`src/rtl/sfcs_pkg.sv`:
```
package sfcs_pkg;
    typedef enum logic [2:0] {
        ST_IDLE,
        ST_LEAD,
        ST_CLOCK,
        ST_TAIL,
        ST_RECOVER
    } sfcs_state_e;
endpackage

```
`src/rtl/sfcs_half_timer.sv`:
```
module sfcs_half_timer #(
    parameter int DIV_W = 8
) (
    input  logic             clk,
    input  logic             rst_n,
    input  logic             run,
    input  logic [DIV_W-1:0] limit,
    output logic             tick
);
    logic [DIV_W-1:0] cnt_q;

    assign tick = run && (cnt_q == limit);

    // Counter restarts at every half-period boundary and while stopped.
    always_ff @(posedge clk or negedge rst_n) begin
        if (!rst_n) begin
            cnt_q <= '0;
        end else if (!run || tick) begin
            cnt_q <= '0;
        end else begin
            cnt_q <= cnt_q + 1'b1;
        end
    end
endmodule

```
`src/rtl/sfcs_fsm.sv`:
```
module sfcs_fsm
    import sfcs_pkg::*;
#(
    parameter int CNT_W = 8,
    parameter int DIV_W = 8
) (
    input  logic             clk,
    input  logic             rst_n,
    input  logic             start,
    input  logic [CNT_W-1:0] cycles,
    input  logic             idle_high,
    input  logic             ddr,
    input  logic [DIV_W-1:0] div,
    input  logic             tick,
    output logic             run,
    output logic [DIV_W-1:0] limit,
    output logic             cs_n,
    output logic             sclk,
    output logic             rise_stb,
    output logic             fall_stb,
    output logic             done
);
    localparam int HW = CNT_W + 2;

    sfcs_state_e      state_q, state_d;
    logic [HW-1:0]    half_q;
    logic [CNT_W-1:0] n_q;
    logic             m3_q, ddr_q;
    logic [DIV_W-1:0] div_q;
    logic [HW-1:0]    bnd;
    logic [HW-1:0]    last_bnd;
    logic             lvl;

    assign bnd      = half_q + 1'b1;          // index of the boundary being reached
    assign last_bnd = {1'b0, n_q, 1'b1};      // 2N+1: final edge boundary
    assign run      = (state_q != ST_IDLE);
    assign limit    = div_q;

    // Clock level after boundary bnd: even boundaries are rising edges,
    // odd ones falling, except the closing one of a mode-3 SDR transfer.
    always_comb begin
        if (!bnd[0]) begin
            lvl = 1'b1;
        end else begin
            lvl = (bnd == last_bnd) && m3_q && !ddr_q;
        end
    end

    always_comb begin
        state_d = state_q;
        unique case (state_q)
            ST_IDLE:    if (start) state_d = ST_LEAD;
            ST_LEAD:    if (tick && bnd == HW'(2)) state_d = ST_CLOCK;
            ST_CLOCK:   if (tick && bnd == last_bnd) state_d = ST_TAIL;
            ST_TAIL:    if (tick) state_d = (m3_q && ddr_q) ? ST_RECOVER : ST_IDLE;
            ST_RECOVER: if (tick) state_d = ST_IDLE;
            default:    state_d = ST_IDLE;
        endcase
    end

    always_ff @(posedge clk or negedge rst_n) begin
        if (!rst_n) begin
            state_q <= ST_IDLE;
        end else begin
            state_q <= state_d;
        end
    end

    always_ff @(posedge clk or negedge rst_n) begin
        if (!rst_n) begin
            cs_n     <= 1'b1;
            sclk     <= 1'b0;
            rise_stb <= 1'b0;
            fall_stb <= 1'b0;
            done     <= 1'b0;
            half_q   <= '0;
            n_q      <= '0;
            m3_q     <= 1'b0;
            ddr_q    <= 1'b0;
            div_q    <= '0;
        end else begin
            rise_stb <= 1'b0;
            fall_stb <= 1'b0;
            done     <= 1'b0;
            unique case (state_q)
                ST_IDLE: begin
                    sclk   <= idle_high;
                    half_q <= '0;
                    cs_n   <= 1'b1;
                    if (start) begin
                        cs_n  <= 1'b0;
                        n_q   <= cycles;
                        m3_q  <= idle_high;
                        ddr_q <= ddr;
                        div_q <= div;
                    end
                end
                ST_LEAD, ST_CLOCK: begin
                    if (tick) begin
                        half_q <= bnd;
                        if (lvl != sclk) begin
                            sclk     <= lvl;
                            rise_stb <= lvl;
                            fall_stb <= !lvl;
                        end
                    end
                end
                ST_TAIL: begin
                    if (tick) begin
                        half_q <= bnd;
                        cs_n   <= 1'b1;
                        done   <= !(m3_q && ddr_q);
                    end
                end
                ST_RECOVER: begin
                    if (tick) begin
                        sclk <= 1'b1;
                        done <= 1'b1;
                    end
                end
                default: cs_n <= 1'b1;
            endcase
        end
    end
endmodule

```
`src/rtl/sfcs_seq.sv`:
```
module sfcs_seq #(
    parameter int CNT_W = 8,
    parameter int DIV_W = 8
) (
    input  logic             clk,
    input  logic             rst_n,
    input  logic             start,
    input  logic [CNT_W-1:0] cycles,
    input  logic             idle_high,
    input  logic             ddr,
    input  logic [DIV_W-1:0] div,
    output logic             cs_n,
    output logic             sclk,
    output logic             rise_stb,
    output logic             fall_stb,
    output logic             done
);
    logic             run;
    logic             tick;
    logic [DIV_W-1:0] limit;

    sfcs_half_timer #(.DIV_W(DIV_W)) timer_i (
        .clk   (clk),
        .rst_n (rst_n),
        .run   (run),
        .limit (limit),
        .tick  (tick)
    );

    sfcs_fsm #(.CNT_W(CNT_W), .DIV_W(DIV_W)) fsm_i (
        .clk       (clk),
        .rst_n     (rst_n),
        .start     (start),
        .cycles    (cycles),
        .idle_high (idle_high),
        .ddr       (ddr),
        .div       (div),
        .tick      (tick),
        .run       (run),
        .limit     (limit),
        .cs_n      (cs_n),
        .sclk      (sclk),
        .rise_stb  (rise_stb),
        .fall_stb  (fall_stb),
        .done      (done)
    );
endmodule

```
`config.mk`:
```
export PLATFORM = sky130hd
export DESIGN_NAME = sfcs_seq
export DESIGN_NICKNAME = d
export VERILOG_FILES = /design/src/rtl/sfcs_pkg.sv /design/src/rtl/sfcs_half_timer.sv /design/src/rtl/sfcs_fsm.sv /design/src/rtl/sfcs_seq.sv
export SDC_FILE = /design/constraint.sdc
export NUM_CORES = 1
export LEC_CHECK = 0
export ABC_AREA = 1
export BUFFER_PORTS_ARGS = -buffer_cell sky130_fd_sc_hd__buf_2
export CORE_MARGIN = 2
export CORE_UTILIZATION = 31
export DETAILED_ROUTE_END_ITERATION = 7
export MAX_ROUTING_LAYER = met4
export PLACE_DENSITY = 0.57
export REMOVE_ABC_BUFFERS = 1
export SLEW_MARGIN = 0
export SYNTH_ARGS = -nofsm -noshare
export SYNTH_HDL_FRONTEND = slang
export SYNTH_SLANG_ARGS = --single-unit
```
`constraint.sdc`:
```
create_clock -name clk -period 3 [get_ports clk]
set_input_delay 0.15 -clock clk [delete_from_list [all_inputs] [get_ports clk]]
set_output_delay 0.15 -clock clk [all_outputs]
set_load 0.05 [all_outputs]
```
==> metrics <==
critical-path cell list=ha_1, nand3_1, o21ai_0, nand3_1, nand2_1, nand2_1, nor2_1, nand4_1, nand2_1, ha_1, nand2_1, nand2_1, a21oi_1, or2_1, nand2_1; Die Span Y=92.5 um; RSZ-0062 raised after global routing=no; total gr overflow=0; DRC=0; setup TNS=0 ns; routed via count=2,041; 1st-iter DRT viols=78; CP dominant cell by count=nand2_1; largest net degree at the start of global routing=45; status=finished clean; post-cts resize count=0; Worst EP required=3.20 ns; fin crit period=2.40 ns; reg2reg end=fsm_i.sclk; non-filler cells, final=450; min-delay worst type=in -> async; DR vias/cell=4.54; Seq cells post-synth=44; fraction of layout cells with a size suffix above 1=18.1%; CTS max path bufs=2; Synth Cell Area=2430 um2; DP Area=2690 um2; drt first pass iters=4; Max Freq=416 MHz; cts bufs inserted=5; Rel. slew slack=33.5%; CTS clk-pin slew, worst paths=0.09 ns; Initial Util=31.8%; ANT cells=0; max incr delay on CP=0.41 ns; Setup Buffers After CTS=0; WP data arrival=2.61 ns; Seq/Total Area, Yosys=45.4%; reg-to-reg critical path startpoint=fsm_i.half_q[1]; hold buffer count at CTS=0; clock sinks=44; Slew Limit Fails=0; Final setup viols=0; Tot Pwr=2.37 mW; slowest cell on the critical path=dfrtp_1; number of antenna violations at the first check in global routing=0; crit-path max FO=4; Reg2Reg Depth=15; CTS root buf=clkbuf_8; DRT antenna net count=0; Power Density=850 nW/um2; Syn Inst Count=316; DP Wirelength=3880 um; first-pass GRT wire length=9090 um; die span in x=92.5 um; Worst-Margin Slew=0.998 ns; PortBufs=25; worst clock skew=0.00570 ns; crit path from=fsm_i.half_q[1]; period utilisation layout=80.1%; Leak=1.36 nW; DP Cell Count=442; nets=373; GR Util All Layers=13.7%; Top Ports=26; Netlist cell types=27; H-tree depth=2; critical path class=reg -> reg; DR WL/cell=11.7 um; MaxCap Viol Count=0; Reg2Reg Setup Slack=0.60 ns; Die Area=8560 um2; Fin. Hold Viols=0; Rows=32; CP Capture Type=flip-flop; maximum VDD drop=0.277 mV; CP Launch Type=flip-flop; vias in the first global route=1,993; CTS tree=yes; final WL=5250 um; critical path capture point=fsm_i.sclk; Synth Area per Inst=7.69 um2; core area=7650 um2; Ys Warns=0; final std cell area, no fill=2790 um2; gp weighted congestion=0.897; worst skew pair latency=0.30 ns; synth-to-layout area growth=14.7%
[metal layers]
layer	part of all wire, %	GRT usage, %	wire length, um	up-vias
met1	49	17.6	2550	934
li1	-	-	-	1070
met4	0.88	3.61	46	0
met2	47	22.3	2460	33
met3	3.7	2.77	196	4
met5	0	-	0	-
[critical path: cells and delay by family (launching register included)]
kind	cells	cell delay (ns)
AO/OA/AOI/OAI	2	0.39
AND/OR/NAND/NOR	11	1.03
adder cells (fa/ha/maj)	2	0.48
flip-flops	1	0.41
[power by group]
group	switching, mW	internal, mW	total, mW
Combinational	0.662	0.384	1.05
Sequential	0.131	0.784	0.916
Clock	0.218	0.187	0.405
Total	1.01	1.35	2.37
[cells in the mapped netlist (all sizes together)]
master | count | area share [%]
a21oi | 7 | 1.4
and3 | 1 | 0.26
buf | 3 | 0.62
clkbuf | 1 | 0.15
dfrtp | 43 | 44
dfstp | 1 | 1.1
ha | 5 | 2.6
inv | 43 | 6.6
mux2 | 8 | 3.7
nand2 | 86 | 14
nand3 | 32 | 6.8
nand4 | 2 | 0.52
nor2 | 40 | 7.0
nor3 | 8 | 1.6
o21ai | 20 | 4.1
o21bai | 1 | 0.31
o22ai | 5 | 1.3
or2 | 2 | 0.52
xnor2 | 2 | 0.72
xor2 | 6 | 2.2
[layout by cell type, fill, tap and decap left out, drive strengths merged, types with 5 or more instances in the layout]
cell | synthesis | layout
inv | 43 | 43
nor2 | 40 | 40
dfrtp | 43 | 43
ha | 5 | 5
nand3 | 32 | 32
a21oi | 7 | 7
mux2 | 8 | 8
clkbuf | 1 | 6
o21ai | 20 | 20
nand2 | 86 | 86
nor3 | 8 | 8
o22ai | 5 | 5
buf | 3 | 28
xor2 | 6 | 6
[sequential cells by signal, indices dropped and copies added, names as in the netlist]
register        cells
fsm_i.half_q       10
fsm_i.rise_stb      1
fsm_i.m3_q          1
fsm_i.sclk          1
fsm_i.state_q       3
fsm_i.done          1
fsm_i.cs_n          1
fsm_i.limit         8
timer_i.cnt_q       8
fsm_i.fall_stb      1
fsm_i.ddr_q         1
fsm_i.n_q           8
[logic make-up (layout without fill, tap and decap cells)]
| group | after synthesis | in the layout | share of synthesized area, % |
|---|---|---|---|
| xor+xnor | 8 | 8 | 2.89 |
| simple gates | 171 | 171 | 30.9 |
| buf+inv | 47 | 79 | 7.42 |
| compound gates | 33 | 33 | 7.16 |
| mux | 8 | 8 | 3.71 |
| flops | 44 | 44 | 45.4 |
| fa+ha+maj | 5 | 5 | 2.58 |
[metrics by stage]
step	hold slack, ns	setup slack [ns]	util, %
after CTS	0.0468	0.605	36.4
after detailed placement	0.362	0.628	35.1
after global routing	0.0548	0.276	36.4
after floorplan	-0.146	0.721	-
final	0.00808	0.597	36.4
after global placement	0.359	0.727	35.1
[worst min-delay path by stage]
stage                   start              end  slack (ns)  cells after the start
finish                  rst_n  fsm_i.half_q[6]       0.008                      1
global route           div[3]   fsm_i.limit[3]        0.05                      2
floorplan               rst_n      fsm_i.ddr_q       -0.15                      0
global placement       div[1]   fsm_i.limit[1]        0.36                      3
CTS                     rst_n     fsm_i.n_q[4]        0.05                      1
detailed placement  cycles[4]     fsm_i.n_q[4]        0.36                      3
[final cells by class]
type | instances | area, um2
Fill cell | 799 | 4860
Multi-Input combinational cell | 225 | 1150
Sequential cell | 44 | 1100
Inverter | 43 | 161
Timing Repair Buffer | 28 | 148
Tap cell | 102 | 128
Clock buffer | 6 | 82.6
Clock inverter | 2 | 15.0
Note: power is estimated with default switching activity, not from simulation.
